--- config.mk ---
export PLATFORM = sky130hd
export DESIGN_NAME = dram_bank_seq
export DESIGN_NICKNAME = d
export VERILOG_FILES = /design/src/rtl/dram_bank_pkg.sv /design/src/rtl/step_timer.sv /design/src/rtl/row_tracker.sv /design/src/rtl/bank_store.sv /design/src/rtl/dram_bank_seq.sv
export SDC_FILE = /design/constraint.sdc
export NUM_CORES = 1
export LEC_CHECK = 0
export BUFFER_PORTS_ARGS = -buffer_cell sky130_fd_sc_hd__buf_2
export CAP_MARGIN = 10
export CELL_PAD_IN_SITES_DETAIL_PLACEMENT = 1
export CELL_PAD_IN_SITES_GLOBAL_PLACEMENT = 1
export CORE_ASPECT_RATIO = 0.75
export CORE_MARGIN = 1.5
export CORE_UTILIZATION = 50
export CTS_BUF_LIST = sky130_fd_sc_hd__clkbuf_16
export DETAILED_ROUTE_END_ITERATION = 8
export PLACE_DENSITY = 0.82
export REMOVE_ABC_BUFFERS = 1
export SETUP_SLACK_MARGIN = 0.2
export SLEW_MARGIN = 20
export SYNTH_ARGS = -nofsm -noshare
export SYNTH_HDL_FRONTEND = slang
export SYNTH_SLANG_ARGS = --single-unit
--- constraint.sdc ---
create_clock -name clk_i -period 3.6 [get_ports clk_i]
set_clock_uncertainty 0.1 [all_clocks]
set_input_delay 0.54 -clock clk_i [delete_from_list [all_inputs] [get_ports clk_i]]
set_output_delay 0.54 -clock clk_i [all_outputs]
set_load 0.005 [all_outputs]
--- src/rtl/dram_bank_pkg.sv ---
package dram_bank_pkg;
  typedef enum logic [2:0] {
    CMD_NOP = 3'd0,
    CMD_PRE = 3'd1,
    CMD_ACT = 3'd2,
    CMD_RD  = 3'd3,
    CMD_WR  = 3'd4
  } cmd_e;

  typedef enum logic [1:0] {
    KIND_HIT      = 2'd0,
    KIND_EMPTY    = 2'd1,
    KIND_CONFLICT = 2'd2
  } kind_e;

  typedef enum logic [1:0] {
    ST_IDLE,
    ST_PRE,
    ST_ACT,
    ST_COL
  } state_e;
endpackage

--- src/rtl/step_timer.sv ---
module step_timer #(
  parameter int STEP_CYC = 2
) (
  input  logic clk_i,
  input  logic rst_ni,
  input  logic load_i,
  output logic first_o,
  output logic last_o
);
  localparam int CW = (STEP_CYC > 1) ? $clog2(STEP_CYC) : 1;
  localparam logic [CW-1:0] TOP = CW'(STEP_CYC - 1);

  logic [CW-1:0] cnt_q;

  always_ff @(posedge clk_i or negedge rst_ni) begin
    if (!rst_ni)              cnt_q <= '0;
    else if (load_i)          cnt_q <= TOP;
    else if (cnt_q != '0)     cnt_q <= cnt_q - 1'b1;
  end

  assign first_o = (cnt_q == TOP);
  assign last_o  = (cnt_q == '0);
endmodule

--- src/rtl/row_tracker.sv ---
module row_tracker #(
  parameter int ROW_W = 3
) (
  input  logic             clk_i,
  input  logic             rst_ni,
  input  logic             pre_i,
  input  logic             act_i,
  input  logic [ROW_W-1:0] act_row_i,
  output logic             open_vld_o,
  output logic [ROW_W-1:0] open_row_o
);
  always_ff @(posedge clk_i or negedge rst_ni) begin
    if (!rst_ni) begin
      open_vld_o <= 1'b0;
      open_row_o <= '0;
    end else if (pre_i) begin
      open_vld_o <= 1'b0;
    end else if (act_i) begin
      open_vld_o <= 1'b1;
      open_row_o <= act_row_i;
    end
  end
endmodule

--- src/rtl/bank_store.sv ---
module bank_store #(
  parameter int ROW_W  = 3,
  parameter int COL_W  = 3,
  parameter int DATA_W = 16
) (
  input  logic                   clk_i,
  input  logic                   rst_ni,
  input  logic                   we_i,
  input  logic [ROW_W+COL_W-1:0] addr_i,
  input  logic [DATA_W-1:0]      wdata_i,
  output logic [DATA_W-1:0]      rdata_o
);
  localparam int DEPTH = 1 << (ROW_W + COL_W);

  logic [DATA_W-1:0] mem_q [DEPTH];

  always_ff @(posedge clk_i or negedge rst_ni) begin
    if (!rst_ni) begin
      for (int i = 0; i < DEPTH; i++) mem_q[i] <= '0;
    end else if (we_i) begin
      mem_q[addr_i] <= wdata_i;
    end
  end

  assign rdata_o = mem_q[addr_i];
endmodule

--- src/rtl/dram_bank_seq.sv ---
module dram_bank_seq
  import dram_bank_pkg::*;
#(
  parameter int ROW_W    = 3,
  parameter int COL_W    = 3,
  parameter int DATA_W   = 16,
  parameter int STEP_CYC = 2
) (
  input  logic              clk_i,
  input  logic              rst_ni,
  input  logic              req_valid_i,
  output logic              req_ready_o,
  input  logic              req_write_i,
  input  logic [ROW_W-1:0]  req_row_i,
  input  logic [COL_W-1:0]  req_col_i,
  input  logic [DATA_W-1:0] req_wdata_i,
  output logic [2:0]        cmd_o,
  output logic [ROW_W-1:0]  cmd_row_o,
  output logic [COL_W-1:0]  cmd_col_o,
  output logic              rsp_valid_o,
  output logic [DATA_W-1:0] rsp_rdata_o,
  output logic [1:0]        rsp_kind_o
);
  state_e            state_q, state_d;
  logic              we_q;
  logic [ROW_W-1:0]  row_q;
  logic [COL_W-1:0]  col_q;
  logic [DATA_W-1:0] wdata_q, rdata_q, store_rdata;
  kind_e             kind_q, kind_d;
  logic              rsp_valid_q;

  logic accept, busy, t_first, t_last, step_first, step_last;
  logic open_vld;
  logic [ROW_W-1:0] open_row;

  assign req_ready_o = (state_q == ST_IDLE);
  assign accept      = req_valid_i && req_ready_o;
  assign busy        = !req_ready_o;
  assign step_first  = busy && t_first;
  assign step_last   = busy && t_last;

  step_timer #(.STEP_CYC(STEP_CYC)) i_timer (
    .clk_i   (clk_i),
    .rst_ni  (rst_ni),
    .load_i  (accept || (step_last && state_q != ST_COL)),
    .first_o (t_first),
    .last_o  (t_last)
  );

  row_tracker #(.ROW_W(ROW_W)) i_tracker (
    .clk_i      (clk_i),
    .rst_ni     (rst_ni),
    .pre_i      (step_first && state_q == ST_PRE),
    .act_i      (step_first && state_q == ST_ACT),
    .act_row_i  (row_q),
    .open_vld_o (open_vld),
    .open_row_o (open_row)
  );

  bank_store #(.ROW_W(ROW_W), .COL_W(COL_W), .DATA_W(DATA_W)) i_store (
    .clk_i   (clk_i),
    .rst_ni  (rst_ni),
    .we_i    (step_last && state_q == ST_COL && we_q),
    .addr_i  ({row_q, col_q}),
    .wdata_i (wdata_q),
    .rdata_o (store_rdata)
  );

  // classify against the open row at acceptance
  always_comb begin
    if (!open_vld)                  kind_d = KIND_EMPTY;
    else if (open_row == req_row_i) kind_d = KIND_HIT;
    else                            kind_d = KIND_CONFLICT;
  end

  always_comb begin
    state_d = state_q;
    unique case (state_q)
      ST_IDLE: if (accept) begin
        unique case (kind_d)
          KIND_HIT:   state_d = ST_COL;
          KIND_EMPTY: state_d = ST_ACT;
          default:    state_d = ST_PRE;
        endcase
      end
      ST_PRE:  if (step_last) state_d = ST_ACT;
      ST_ACT:  if (step_last) state_d = ST_COL;
      ST_COL:  if (step_last) state_d = ST_IDLE;
      default: state_d = ST_IDLE;
    endcase
  end

  always_ff @(posedge clk_i or negedge rst_ni) begin
    if (!rst_ni) begin
      state_q     <= ST_IDLE;
      we_q        <= 1'b0;
      row_q       <= '0;
      col_q       <= '0;
      wdata_q     <= '0;
      kind_q      <= KIND_HIT;
      rsp_valid_q <= 1'b0;
      rdata_q     <= '0;
    end else begin
      state_q     <= state_d;
      rsp_valid_q <= 1'b0;
      if (accept) begin
        we_q    <= req_write_i;
        row_q   <= req_row_i;
        col_q   <= req_col_i;
        wdata_q <= req_wdata_i;
        kind_q  <= kind_d;
      end
      if (step_last && state_q == ST_COL) begin
        rsp_valid_q <= 1'b1;
        rdata_q     <= we_q ? wdata_q : store_rdata;
      end
    end
  end

  always_comb begin
    cmd_o = CMD_NOP;
    if (step_first) begin
      unique case (state_q)
        ST_PRE:  cmd_o = CMD_PRE;
        ST_ACT:  cmd_o = CMD_ACT;
        ST_COL:  cmd_o = we_q ? CMD_WR : CMD_RD;
        default: cmd_o = CMD_NOP;
      endcase
    end
  end

  assign cmd_row_o   = row_q;
  assign cmd_col_o   = col_q;
  assign rsp_valid_o = rsp_valid_q;
  assign rsp_rdata_o = rdata_q;
  assign rsp_kind_o  = kind_q;
endmodule

==> results.toml, run 1 <==
[outcome]
status = "finished clean"

[finish]
fin_cells = 4988
nNetsFinal = 3628
fillCellCount = 9138
drive_gt1_share_pct = 43.0
seqCellArea_um2 = 26900
areaGrowthSynthToFinish_pct = 12.2
fin_area_um2 = 54600
multi_input_area_um2 = 20500

[clocking]
cts_tree = "done"
path_clk_slew_ns = 0.06
clkLatencyLatePin_ns = 0.72
htreeDepth = 3
clk_path_buf_depth = 3
ctsRootBufferMaster = "clkbuf_16"
post-cts-setup-buffers = 0
cts_inserted_buffers = 102
cts_sinks = 1073

[drt]
drt_pass1_iterations = 6
drc = 0
wl_per_cell_um = 33.7
drt_wl_total_um = 168000
vias_per_cell = 6.65
vias = 33100
ant_nets = 0
drtIter0Drc = 3495

[timing]
finalMaxSlewViolations = 0
fmax_mhz = 289
setup_viol = 0
hold_viol = 0
rsz0062_at_grt = "false"
worst_pin_slew_ns = 1.28
slew_headroom_pct = 15.0
min_period_over_period_pct = 96.3
setup_slack_ns = 0.134
tns_ns = 0
fin_crit_ns = 3.47
whs_ns = 0.109

[grt]
grt_max_degree = 128
antenna_found_initial = 14
overflow = 0
grt_pass1_wl_um = 251000
grt_use_total_pct = 34.4
grt_pass1_vias = 36200

[worst_setup_path]
timing.rr.end = "rsp_rdata_o[9]"
rrSetupSlack_ns = 0.13
cp_max_fo = 24
rr_startpoint = "cmd_col_o[0]"
crit_required_ns = 4.09
reg2reg_depth = 6
cp.arrival_ns = 3.96
crit_path_start_kind = "flip-flop"
crit_path_end_kind = "flip-flop"
critPathKind = "reg2reg"

[floorplan]
die_h_um = 273
start_util_pct = 50.8
rows = 98
io_pins = 55
die_width_um = 363
placeableCoreArea_um2 = 95900
fp.dieArea_um2 = 99200

[power]
leakage_nw = 26.5
powerDensity_nw_per_um2 = 716
ir_drop_mv = 0.492

[yosys]
ys_seq_area_share_pct = 55.2
synth-seq-cells = 1073
synth_cells = 3525
ys_async_sr_fraction_pct = 100
ys_types = 67
synthesis.area_um2 = 48700
synth-edff-count = 0
syn_area_per_cell_um2 = 13.8
ys.flop_type = "dfrtp_1"
ys_warn_count = 0

[placed_design]
post-dp-hpwl_um = 106000
io_buffers = 54
place_area_um2 = 51200
place_ws_ns = 0.362
placed_cells = 4772
globalplace.congestion = 0.934

[hold_path]
whs_endpoint = "cmd_col_o[0]"
worstHoldPathCells = 2
hp-start = "req_col_i[0]"
hold_path.class = "in2reg"

[job]
max_cap_violations = 0
[per-layer routing]
| metal | share of wire (%) | GRT usage (%) | routed length, um | vias up |
|---|---|---|---|---|
| li1 | - | - | - | 13200 |
| met1 | 40 | 45.5 | 66700 | 17700 |
| met2 | 45 | 52.2 | 76200 | 1713 |
| met3 | 9.7 | 10.3 | 16300 | 510 |
| met4 | 5.1 | 16.0 | 8650 | 12 |
| met5 | 0.044 | 0 | 74 | - |
[worst max-delay path by stage]
stage | start | endpoint | slack, ns
2_1_floorplan | cmd_col_o[2] | i_store.mem_q[896] | -9.34
3_3_place_gp | cmd_col_o[1] | rsp_rdata_o[7] | 0.34
3_5_place_dp | cmd_col_o[1] | rsp_rdata_o[7] | 0.36
4_1_cts | cmd_col_o[1] | rsp_rdata_o[7] | 0.34
5_1_grt | state_q[0] | rsp_rdata_o[9] | 0.21
6_report | cmd_col_o[0] | rsp_rdata_o[9] | 0.13
[sequential cells by signal (all words and copies together), names as in the netlist, 2 cells and up]
signal and cells:
rsp_kind_o 2, cmd_col_o 3, rsp_rdata_o 16, cmd_row_o 3, i_store.mem_q 1024, i_tracker.open_row_o 3, wdata_q 16, state_q 2
[worst max-delay path: stages (launching register included)]
cell and delay (ns):
dfrtp_4 0.68, or2_1 1.03, o22ai_1 0.12, o21ai_0 0.71, nand3_1 0.27, nor3_1 0.32
a21oi_1 0.10
[area by class of cell]
type / count / area share (%)
diodes: 5 / 0.0229
multi-input cells: 2129 / 37.5
repair buffers: 283 / 4.39
clock inverters: 85 / 1.05
clock buffers: 104 / 4.77
inverters: 9 / 0.0619
well taps: 1300 / 2.98
flip-flops and latches: 1073 / 49.3
[cell families (layout without fill, tap and decap cells)]
logic type	count (synthesis)	in the layout	synth area share (%)
muxes	1260	1260	31.1
and+or+nand+nor	375	375	3.94
buffers and inverters	323	481	2.89
other	0	5	0
xor gates and xnor gates	3	3	0.0540
adders and majority gates	4	4	0.103
AOI/OAI and AO/OA	487	487	6.77
DFF	1073	1073	55.2
[per-stage QoR]
stage,util (%),power (mW)
after global routing,56.9,39.9
final,56.9,39.1
after floorplan,-,20.3
after detailed placement,53.4,27.8
after global placement,53.4,27.3
after CTS,56.9,38.4
[report_power, final]
group | internal [mW] | leakage, nW | switching (mW)
logic | 4.27 | 9.99 | 8.36
registers | 13.4 | 14.8 | 2.39
clock network | 5.73 | 1.66 | 4.94
total | 23.4 | 26.5 | 15.7
[cells in the mapped netlist (all sizes together), types with 3 or more instances]
master,count,share of area (%)
nor2b,10,0.13
mux2i,178,3.7
o221ai,7,0.13
or2,4,0.051
o31ai,3,0.046
nor3,9,0.13
dfrtp,1073,55
and4,3,0.054
o22a,7,0.13
o2111ai,3,0.054
o211ai,6,0.093
and3,4,0.051
nand2b,6,0.077
mux4,103,4.8
xor2,3,0.054
and2,5,0.064
a221oi,109,2.0
a31oi,18,0.23
a211oi,5,0.077
o221a,3,0.069
clkbuf,184,1.4
o21ai,158,1.6
ha,4,0.10
nor2,98,0.95
nand3b,14,0.22
nand2,179,1.6
a21oi,35,0.36
o31a,3,0.054
buf,130,1.4
o21a,4,0.062
nand3,33,0.46
a22o,6,0.11
a22oi,64,0.99
inv,8,0.062
mux2,979,23
o22ai,45,0.58
[cell usage in the layout, fill, tap and decap left out, types with 14 or more instances in the layout]
cell / n
buf_2: 53
nand2_2: 35
a221oi_1: 109
mux2i_1: 178
nor2_1: 73
nand3_1: 21
mux4_2: 103
o21ai_0: 158
clkinv_2: 14
buf_4: 179
clkbuf_16: 104
a31oi_1: 17
mux2_2: 973
nand2_1: 143
a21oi_1: 35
o22ai_1: 45
inv_1: 36
dlygate4sd3_1: 22
buf_12: 27
nand3b_1: 14
nor2_2: 18
dfrtp_1: 1056
a22oi_1: 64
clkinv_1: 23
[timing repair]
item                                    CTS  global route
gates resized for setup                   0             3
endpoints found under the setup margin    0             8
hold buffers                             22             0
endpoints found under the hold margin    42             0
Power figures use the tool's default switching activity.
==> run 2, diff against run 1 <==
SETUP_SLACK_MARGIN = 0.05   (was 0.2)
==> run 2 against run 1 <==
  * Wire length decreased by 0.14%
  * Critical path depth increased by 3
  * Clock power about the same
  * Register-to-register slack got worse by 0.07 ns
  * Cell count about the same
  * Fmax decreased by 2.0%
  * Power about the same
  * Critical path type unchanged
  * Critical endpoint unchanged
==> results.toml, run 2 (synthesis results as in run 1) <==
[timing]
setup_slack_ns = 0.0640
setup_viol = 0
hold_viol = 0
whs_ns = 0.110
finalMaxSlewViolations = 0
fin_crit_ns = 3.54
fmax_mhz = 283
rsz0062_at_grt = "false"
min_period_over_period_pct = 98.2
slew_headroom_pct = 14.0
worst_pin_slew_ns = 1.29
tns_ns = 0

[worst_setup_path]
rr_startpoint = "state_q[0]"
cp.arrival_ns = 4.03
crit_slowest_cell = "a31oi_1"
timing.rr.end = "rsp_rdata_o[9]"
cpPeakStageDelay_ns = 0.59
critPathKind = "reg2reg"
crit_required_ns = 4.09
path_cells = "inv_1 -> ha_1 -> nor3b_4 -> buf_4 -> nand2b_1 -> a31oi_1 -> nand3_1 -> nor3_1 -> a21oi_1"
crit_path_end_kind = "flip-flop"
path_depth = 9
reg2reg_depth = 9
cp_top_family = "simple AND/OR/NAND/NOR gates"
cp_max_fo = 9
path_buf_inv = 2
rrSetupSlack_ns = 0.06
cp-startpoint = "state_q[0]"
crit_path_start_kind = "flip-flop"

[clocking]
cts_sinks = 1073
clkLatencyLatePin_ns = 0.72
post-cts-setup-buffers = 0
clk_path_buf_depth = 3
ctsRootBufferMaster = "clkbuf_16"
path_clk_slew_ns = 0.07
cts_inserted_buffers = 102
ctsResizeCount = 0
htreeDepth = 3
cts_tree = "done"

[placed_design]
place_ws_ns = 0.362
post-dp-hpwl_um = 106000
place_area_um2 = 51200
globalplace.congestion = 0.934
io_buffers = 54

[finish]
final_cell_mix = "dfrtp_1 (1056), mux2_2 (973), buf_4 (180)"
nNetsFinal = 3628
final_common_cell = "dfrtp_1"
largest_register = "i_store.mem_q"
drive_gt1_share_pct = 43.0
seqCellArea_um2 = 26900
largest_reg_flops = 1024
fin_area_um2 = 54600
multi_input_area_um2 = 20400
fillCellCount = 9136
areaGrowthSynthToFinish_pct = 12.1

[hold_path]
hold_path.class = "in2reg"
whs_endpoint = "cmd_col_o[0]"
hp-start = "req_col_i[0]"
worstHoldPathCells = 2

[power]
ir_drop_mv = 0.489
leakage_nw = 26.5
power_mw = 39.1
powerDensity_nw_per_um2 = 716

[drt]
wl_per_cell_um = 33.6
vias_per_cell = 6.67
drtIter0Drc = 3576
ant_nets = 0
drc = 0
drt_wl_total_um = 168000
drt_pass1_iterations = 5
vias = 33300

[floorplan]
io_pins = 55
fp.dieArea_um2 = 99200
die_h_um = 273
rows = 98
start_util_pct = 50.8
die_width_um = 363
placeableCoreArea_um2 = 95900

[grt]
grt_max_degree = 128
overflow = 0
grt_use_total_pct = 34.4
grt_pass1_vias = 36200
antenna_found_initial = 14
grt_pass1_wl_um = 251000

[job]
max_cap_violations = 0

[outcome]
status = "finished clean"
run 2: cell types whose count changed in the layout (fill, tap and decap cells not counted):
cell / previous run / this run
buf_6: 1 / 0
buf_4: 179 / 180
nor2_1: 73 / 74
a31oi_2: 1 / 0
nor2_2: 18 / 17
diode_2: 5 / 7
a31oi_1: 17 / 18
run 2: worst max-delay path by stage:
stage                                    end  slack (ns)
after floorplan           i_store.mem_q[896]       -9.34
after global placement        rsp_rdata_o[7]        0.34
after detailed placement      rsp_rdata_o[7]        0.36
after CTS                     rsp_rdata_o[7]        0.34
after global routing          rsp_rdata_o[9]        0.13
final                         rsp_rdata_o[9]        0.06
run 2: report_power, final:
group          internal (mW)  switching (mW)
Sequential              13.4            2.40
Combinational           4.27            8.37
Clock                   5.73            4.95
run 2: through the flow:
step                std cells  utilization (%)
global route             4983             56.9
finish                   4990             56.9
floorplan                3211                -
CTS                      4983             56.9
detailed placement       4772             53.4
global placement         4772             53.4
run 2: what timing repair did:
item | CTS | global route
hold buffers | 22 | 0
endpoints found under the setup margin | 0 | 0
endpoints found under the hold margin | 42 | 0
run 2: layout make-up:
cell class / instances / area share (%)
clock inverters: 85 / 1.05
diodes: 7 / 0.0321
well taps: 1300 / 2.98
clock buffers: 104 / 4.77
multi-input cells: 2129 / 37.5
repair buffers: 283 / 4.38
inverters: 9 / 0.0619
flip-flops and latches: 1073 / 49.3
run 2: routing by layer:
metal / part of all wire (%) / vias up / GRT usage [%]
met5: 0.035 / - / 0
met2: 45 / 1760 / 52.2
met3: 9.9 / 538 / 10.3
li1: - / 13200 / -
met1: 40 / 17800 / 45.5
met4: 5.3 / 10 / 16.0
